===== config.mk =====
export PLATFORM = sky130hd
export DESIGN_NAME = dual_adc_reader
export DESIGN_NICKNAME = d
export VERILOG_FILES = /design/src/rtl/dadc_pkg.sv /design/src/rtl/dadc_sclk_gen.sv /design/src/rtl/dadc_frame_seq.sv /design/src/rtl/dadc_lane_capture.sv /design/src/rtl/dual_adc_reader.sv
export SDC_FILE = /design/constraint.sdc
export NUM_CORES = 1
export LEC_CHECK = 0
export BUFFER_PORTS_ARGS = -buffer_cell sky130_fd_sc_hd__buf_4
export CORE_MARGIN = 2
export CORE_UTILIZATION = 61
export CTS_CLUSTER_SIZE = 30
export DETAILED_ROUTE_END_ITERATION = 12
export PLACE_DENSITY = 0.82
export SETUP_SLACK_MARGIN = 0.02
export SYNTH_ARGS = -nofsm -noshare
export SYNTH_HDL_FRONTEND = slang
export SYNTH_HIERARCHICAL = 1
export SYNTH_SLANG_ARGS = --single-unit

===== constraint.sdc =====
create_clock -name clk -period 3.3 [get_ports clk]
set_input_delay 0.99 -clock clk [delete_from_list [all_inputs] [get_ports clk]]
set_output_delay 0.99 -clock clk [all_outputs]
set_load 0.01 [all_outputs]

===== src/rtl/dadc_pkg.sv =====
package dadc_pkg;
  typedef enum logic {
    SEQ_IDLE = 1'b0,
    SEQ_RUN  = 1'b1
  } seq_state_t;

  localparam int TAG_W = 2;
  localparam int TRAIL_W = 2;
endpackage


===== src/rtl/dadc_sclk_gen.sv =====
module dadc_sclk_gen #(
  parameter int HALF_DIV = 16
) (
  input  logic clk,
  input  logic rst_n,
  input  logic run,
  output logic sclk,
  output logic rise_tick,
  output logic fall_tick
);
  localparam int PERIOD = 2 * HALF_DIV;
  localparam int CW = $clog2(PERIOD);

  logic [CW-1:0] cnt_q, cnt_d;

  always_comb begin
    cnt_d = cnt_q;
    if (!run)
      cnt_d = '0;
    else if (cnt_q == CW'(PERIOD - 1))
      cnt_d = '0;
    else
      cnt_d = cnt_q + 1'b1;
  end

  always_ff @(posedge clk or negedge rst_n) begin
    if (!rst_n) cnt_q <= '0;
    else        cnt_q <= cnt_d;
  end

  // Low half first, high half second; the counter rests at zero when idle.
  assign sclk      = (cnt_q >= CW'(HALF_DIV));
  assign rise_tick = run && (cnt_q == CW'(HALF_DIV - 1));
  assign fall_tick = run && (cnt_q == CW'(PERIOD - 1));
endmodule


===== src/rtl/dadc_frame_seq.sv =====
module dadc_frame_seq
  import dadc_pkg::*;
#(
  parameter int FRAME_LEN = 16
) (
  input  logic clk,
  input  logic rst_n,
  input  logic start_req,
  input  logic chan_sel,
  input  logic rise_tick,
  input  logic fall_tick,
  output logic active,
  output logic conv,
  output logic addr,
  output logic finish
);
  localparam int BW = $clog2(FRAME_LEN + 1);

  seq_state_t    st_q, st_d;
  logic [BW-1:0] bit_q, bit_d;
  logic          first_q, first_d;
  logic          addr_q, addr_d;

  assign finish = (st_q == SEQ_RUN) && fall_tick && (bit_q == BW'(FRAME_LEN));

  always_comb begin
    st_d    = st_q;
    bit_d   = bit_q;
    first_d = first_q;
    addr_d  = addr_q;
    case (st_q)
      SEQ_IDLE: begin
        if (start_req) begin
          st_d    = SEQ_RUN;
          bit_d   = '0;
          first_d = 1'b1;
          addr_d  = chan_sel;
        end
      end
      default: begin
        if (rise_tick) bit_d = bit_q + 1'b1;
        if (fall_tick) first_d = 1'b0;
        if (finish)    st_d = SEQ_IDLE;
      end
    endcase
  end

  always_ff @(posedge clk or negedge rst_n) begin
    if (!rst_n) begin
      st_q    <= SEQ_IDLE;
      bit_q   <= '0;
      first_q <= 1'b0;
      addr_q  <= 1'b0;
    end else begin
      st_q    <= st_d;
      bit_q   <= bit_d;
      first_q <= first_d;
      addr_q  <= addr_d;
    end
  end

  assign active = (st_q == SEQ_RUN);
  assign conv   = active && first_q;
  assign addr   = addr_q;
endmodule


===== src/rtl/dadc_lane_capture.sv =====
module dadc_lane_capture
  import dadc_pkg::*;
#(
  parameter int DATA_W = 12
) (
  input  logic              clk,
  input  logic              rst_n,
  input  logic              sd,
  input  logic              rise_tick,
  input  logic              load,
  output logic [DATA_W-1:0] data,
  output logic [TAG_W-1:0]  tag,
  output logic              trail_err
);
  localparam int FRAME_LEN = DATA_W + TAG_W + TRAIL_W;

  logic [FRAME_LEN-1:0] sh_q, sh_d;
  logic [DATA_W-1:0]    data_q;
  logic [TAG_W-1:0]     tag_q;
  logic                 err_q;

  assign sh_d = {sh_q[FRAME_LEN-2:0], sd};

  always_ff @(posedge clk or negedge rst_n) begin
    if (!rst_n)         sh_q <= '0;
    else if (rise_tick) sh_q <= sh_d;
  end

  always_ff @(posedge clk or negedge rst_n) begin
    if (!rst_n) begin
      data_q <= '0;
      tag_q  <= '0;
      err_q  <= 1'b0;
    end else if (load) begin
      tag_q  <= sh_q[FRAME_LEN-1 -: TAG_W];
      data_q <= sh_q[TRAIL_W +: DATA_W];
      err_q  <= |sh_q[TRAIL_W-1:0];
    end
  end

  assign data      = data_q;
  assign tag       = tag_q;
  assign trail_err = err_q;
endmodule


===== src/rtl/dual_adc_reader.sv =====
module dual_adc_reader
  import dadc_pkg::*;
#(
  parameter int HALF_DIV = 16,
  parameter int DATA_W   = 12
) (
  input  logic              clk,
  input  logic              rst_n,
  input  logic              start_req,
  input  logic              chan_sel,
  output logic              adc_sclk,
  output logic              adc_conv,
  output logic              adc_cs_n,
  output logic              adc_addr,
  input  logic              sd_a,
  input  logic              sd_b,
  output logic              busy,
  output logic              res_valid,
  output logic [DATA_W-1:0] res_data_a,
  output logic [DATA_W-1:0] res_data_b,
  output logic [1:0]        res_tag_a,
  output logic [1:0]        res_tag_b,
  output logic              frame_err
);
  localparam int LANES     = 2;
  localparam int FRAME_LEN = DATA_W + TAG_W + TRAIL_W;

  logic active, rise_tick, fall_tick, finish, valid_q;
  logic [LANES-1:0]  lane_sd, lane_err;
  logic [DATA_W-1:0] lane_data [LANES];
  logic [TAG_W-1:0]  lane_tag  [LANES];

  dadc_sclk_gen #(.HALF_DIV(HALF_DIV)) u_clkgen (
    .clk(clk), .rst_n(rst_n), .run(active),
    .sclk(adc_sclk), .rise_tick(rise_tick), .fall_tick(fall_tick)
  );

  dadc_frame_seq #(.FRAME_LEN(FRAME_LEN)) u_seq (
    .clk(clk), .rst_n(rst_n), .start_req(start_req), .chan_sel(chan_sel),
    .rise_tick(rise_tick), .fall_tick(fall_tick),
    .active(active), .conv(adc_conv), .addr(adc_addr), .finish(finish)
  );

  assign lane_sd = {sd_b, sd_a};

  for (genvar i = 0; i < LANES; i++) begin : g_lane
    dadc_lane_capture #(.DATA_W(DATA_W)) u_cap (
      .clk(clk), .rst_n(rst_n), .sd(lane_sd[i]), .rise_tick(rise_tick),
      .load(finish), .data(lane_data[i]), .tag(lane_tag[i]),
      .trail_err(lane_err[i])
    );
  end

  always_ff @(posedge clk or negedge rst_n) begin
    if (!rst_n) valid_q <= 1'b0;
    else        valid_q <= finish;
  end

  assign adc_cs_n   = !active;
  assign busy       = active;
  assign res_valid  = valid_q;
  assign res_data_a = lane_data[0];
  assign res_data_b = lane_data[1];
  assign res_tag_a  = lane_tag[0];
  assign res_tag_b  = lane_tag[1];
  assign frame_err  = |lane_err;
endmodule


==> results.sh <==
export IMPL_clock_skew_ns=0.0118
export IMPL_drt_iter0_markers=122
export IMPL_drv_cap=0
export IMPL_synth_edff_count=0
export IMPL_first_pass_iters=4
export IMPL_routed_wl_mm=5.25
export IMPL_grt_ovfl_total=0
export IMPL_path_buf_inv=0
export IMPL_synth_top_cells_by_count="dfrtp_1 (76), mux2_4 (37), mux2_2 (25)"
export IMPL_gp_congestion=0.797
export IMPL_slew_violations=0
export IMPL_cts_inserted_buffers=9
export IMPL_synthTopCellsByArea="dfrtp_1 (58%), mux2_4 (17%), mux2_2 (8.7%)"
export IMPL_synthArstFlopShare_pct=100
export IMPL_wl_per_cell_um=16.4
export IMPL_drc=0
export IMPL_coreArea_sq_mm=0.00514
export IMPL_cts_buffer_depth=2
export IMPL_ant_nets=0
export IMPL_cts_resized=0
export IMPL_dieArea_sq_mm=0.00593
export IMPL_postCtsSetupBuffers=0
export IMPL_htreeDepth=3
export IMPL_required_ns=3.51
export IMPL_ios=41
export IMPL_p_leak_nw=1.97
export IMPL_final_cell_area_sq_mm=0.00378
export IMPL_layout_min_cycle_time_ns=2.52
export IMPL_grt_pass1_wl_mm=8.98
export IMPL_clkLatencyLatePin_ns=0.34
export IMPL_vias=1692
export IMPL_yosysTopAreaCell="dfrtp_1"
export IMPL_power_density_mw_per_mm2=657
export IMPL_port_buffers=40
export IMPL_worst_slack_ns=0.776
export IMPL_dpl_worst_slack_ns=0.846
export IMPL_dp_hpwl_mm=3.09
export IMPL_finalCritPeriodShare_pct=76.5
export IMPL_worstPathCellList="ha_1 > and3_1 > ha_1 > and2_2 > mux2i_1 > o21ai_0 > o21ai_0"
export IMPL_yosysMostFrequentCell="dfrtp_1"
export IMPL_start_kind="register"
export IMPL_netlist_area_sq_mm=0.00325
export IMPL_start_util_pct=63.3
export IMPL_yosys_warnings=6
export IMPL_ys_seq_area_share_pct=58.5
export IMPL_synth_seq_cells=76
export IMPL_fp_dieH_um=77.0
export IMPL_syn_avg_cell_area_sq_um=16.0
export IMPL_drive_gt1_share_pct=50.0
export IMPL_dp_cells=304
export IMPL_final_cells=320
export IMPL_path_clk_slew_ns=0.07
export IMPL_rrSetupSlack_ns=0.78
export IMPL_cp_slowest_cell="and2_2"
export IMPL_antenna_found_initial=0
export IMPL_finalSetupViolCount=0
export IMPL_root_buffer="clkbuf_8"
export IMPL_final_setup_tns_ns=0
export IMPL_crit_fanout=36
export IMPL_min_delay_path_class="reg2reg"
export IMPL_status="completed"
export IMPL_postSynthNetCount=215
export IMPL_grt_max_degree=77
export IMPL_rsz0062_at_grt="false"
export IMPL_hold_buffers=0
export IMPL_grt_usage_pct=19.8
export IMPL_diodes=0
export IMPL_grt_pass1_vias=1732
export IMPL_area_growth_pct=16.2
export IMPL_cp_slowest_stage_delay_ns=0.81
export IMPL_vdd_drop_max_mv=0.445
export IMPL_yosysTopAreaCellShare_pct=58.5
export IMPL_vias_per_cell=5.29
export IMPL_total_power_mw=2.48
export IMPL_place_area_sq_mm=0.00351
export IMPL_endpoint_kind="register"
export IMPL_hold_ws_ns=0.492
export IMPL_max_freq_mhz=396
export IMPL_worstSetupPathType="reg2reg"
export IMPL_slew_headroom_pct=32.7
export IMPL_final_util_pct=73.5
export IMPL_num_rows=26
export IMPL_fill_cells=365
export IMPL_fin_nets=257
export IMPL_cts_tree="done"
export IMPL_worstMarginPinSlew_ns=1.01
export IMPL_hold_violations=0
export IMPL_clkSinkCount=76
export IMPL_synth_distinct_cells=33
export IMPL_critPathArrivalTime_ns=2.74
export IMPL_die_x_um=77.0
export IMPL_syn_inst=203
export IMPL_ys_flop_type="dfrtp_1"
export IMPL_cpLargestDelayFamily="simple AND/OR/NAND/NOR gates"
sequential cells by signal, summed over array words and instances, names as in the netlist:
signal and cells:
u_seq/bit_q 5, res_valid 1, u_seq/addr 1, g_lane.u_cap/trail_err 2, g_lane.u_cap/tag 4, g_lane.u_cap/data 24
u_seq/first_q 1, u_seq/active 1, g_lane.u_cap/sh_q 32, u_clkgen/cnt_q 5
per-layer routing:
layer	up-vias	global-route usage [%]	routed length [um]
met1	858	27.4	2370
li1	780	-	-
met4	0	9.46	103
met3	10	6.12	229
met2	44	28.9	2540
met5	-	0	0
where the power goes:
group / leakage [nW] / total (mW) / switching, mW / internal (mW)
clock: 0.131 / 0.924 / 0.324 / 0.601
sequential: 1.03 / 1.16 / 0.109 / 1.05
combinational: 0.815 / 0.399 / 0.190 / 0.209
path summary, 6_finish.rpt:
path,endpoint,cells past startpoint,start
min in group asynchronous,g_lane[1].u_cap/data[9]$_DFFE_PN0P_,1,rst_n
min reg2reg,u_clkgen/cnt_q[0]$_DFF_PN0_,1,u_clkgen/cnt_q[0]$_DFF_PN0_
min,u_clkgen/cnt_q[0]$_DFF_PN0_,1,u_clkgen/cnt_q[0]$_DFF_PN0_
max reg2reg,u_seq/bit_q[2]$_DFFE_PN0P_,7,u_clkgen/cnt_q[0]$_DFF_PN0_
max,u_seq/bit_q[2]$_DFFE_PN0P_,7,u_clkgen/cnt_q[0]$_DFF_PN0_
max in group asynchronous,g_lane[0].u_cap/sh_q[2]$_DFFE_PN0P_,1,rst_n
layout by cell type (no fill, tap or decap), drive strengths merged, types with 3 or more instances in the layout:
cell type | Yosys | routed
dfrtp | 76 | 76
mux2 | 62 | 62
buf | 9 | 41
clkbuf | 1 | 12
nor2 | 10 | 10
inv | 8 | 8
ha | 6 | 6
bufinv | 0 | 4
and2 | 4 | 4
mux2i | 3 | 3
cell families after synthesis:
logic type | Yosys count | share of synthesized area (%)
fa+ha+maj | 6 | 2.31
mux | 65 | 26.7
simple gates | 29 | 5.50
xor+xnor | 1 | 0.269
compound gates | 8 | 1.58
buf+inv | 18 | 5.23
flops | 76 | 58.5
cell type report:
cell class              instances  area (sq um)  area share, %
clock buffers                  12           145           3.84
multi-input cells             109          1190           31.4
clock inverters                 4           120           3.18
flip-flops and latches         76          1900           50.3
repair buffers                 41           308           8.14
inverters                       8          30.0          0.794
well taps                      70          87.6           2.32
Note: power is estimated with default switching activity, not from simulation.
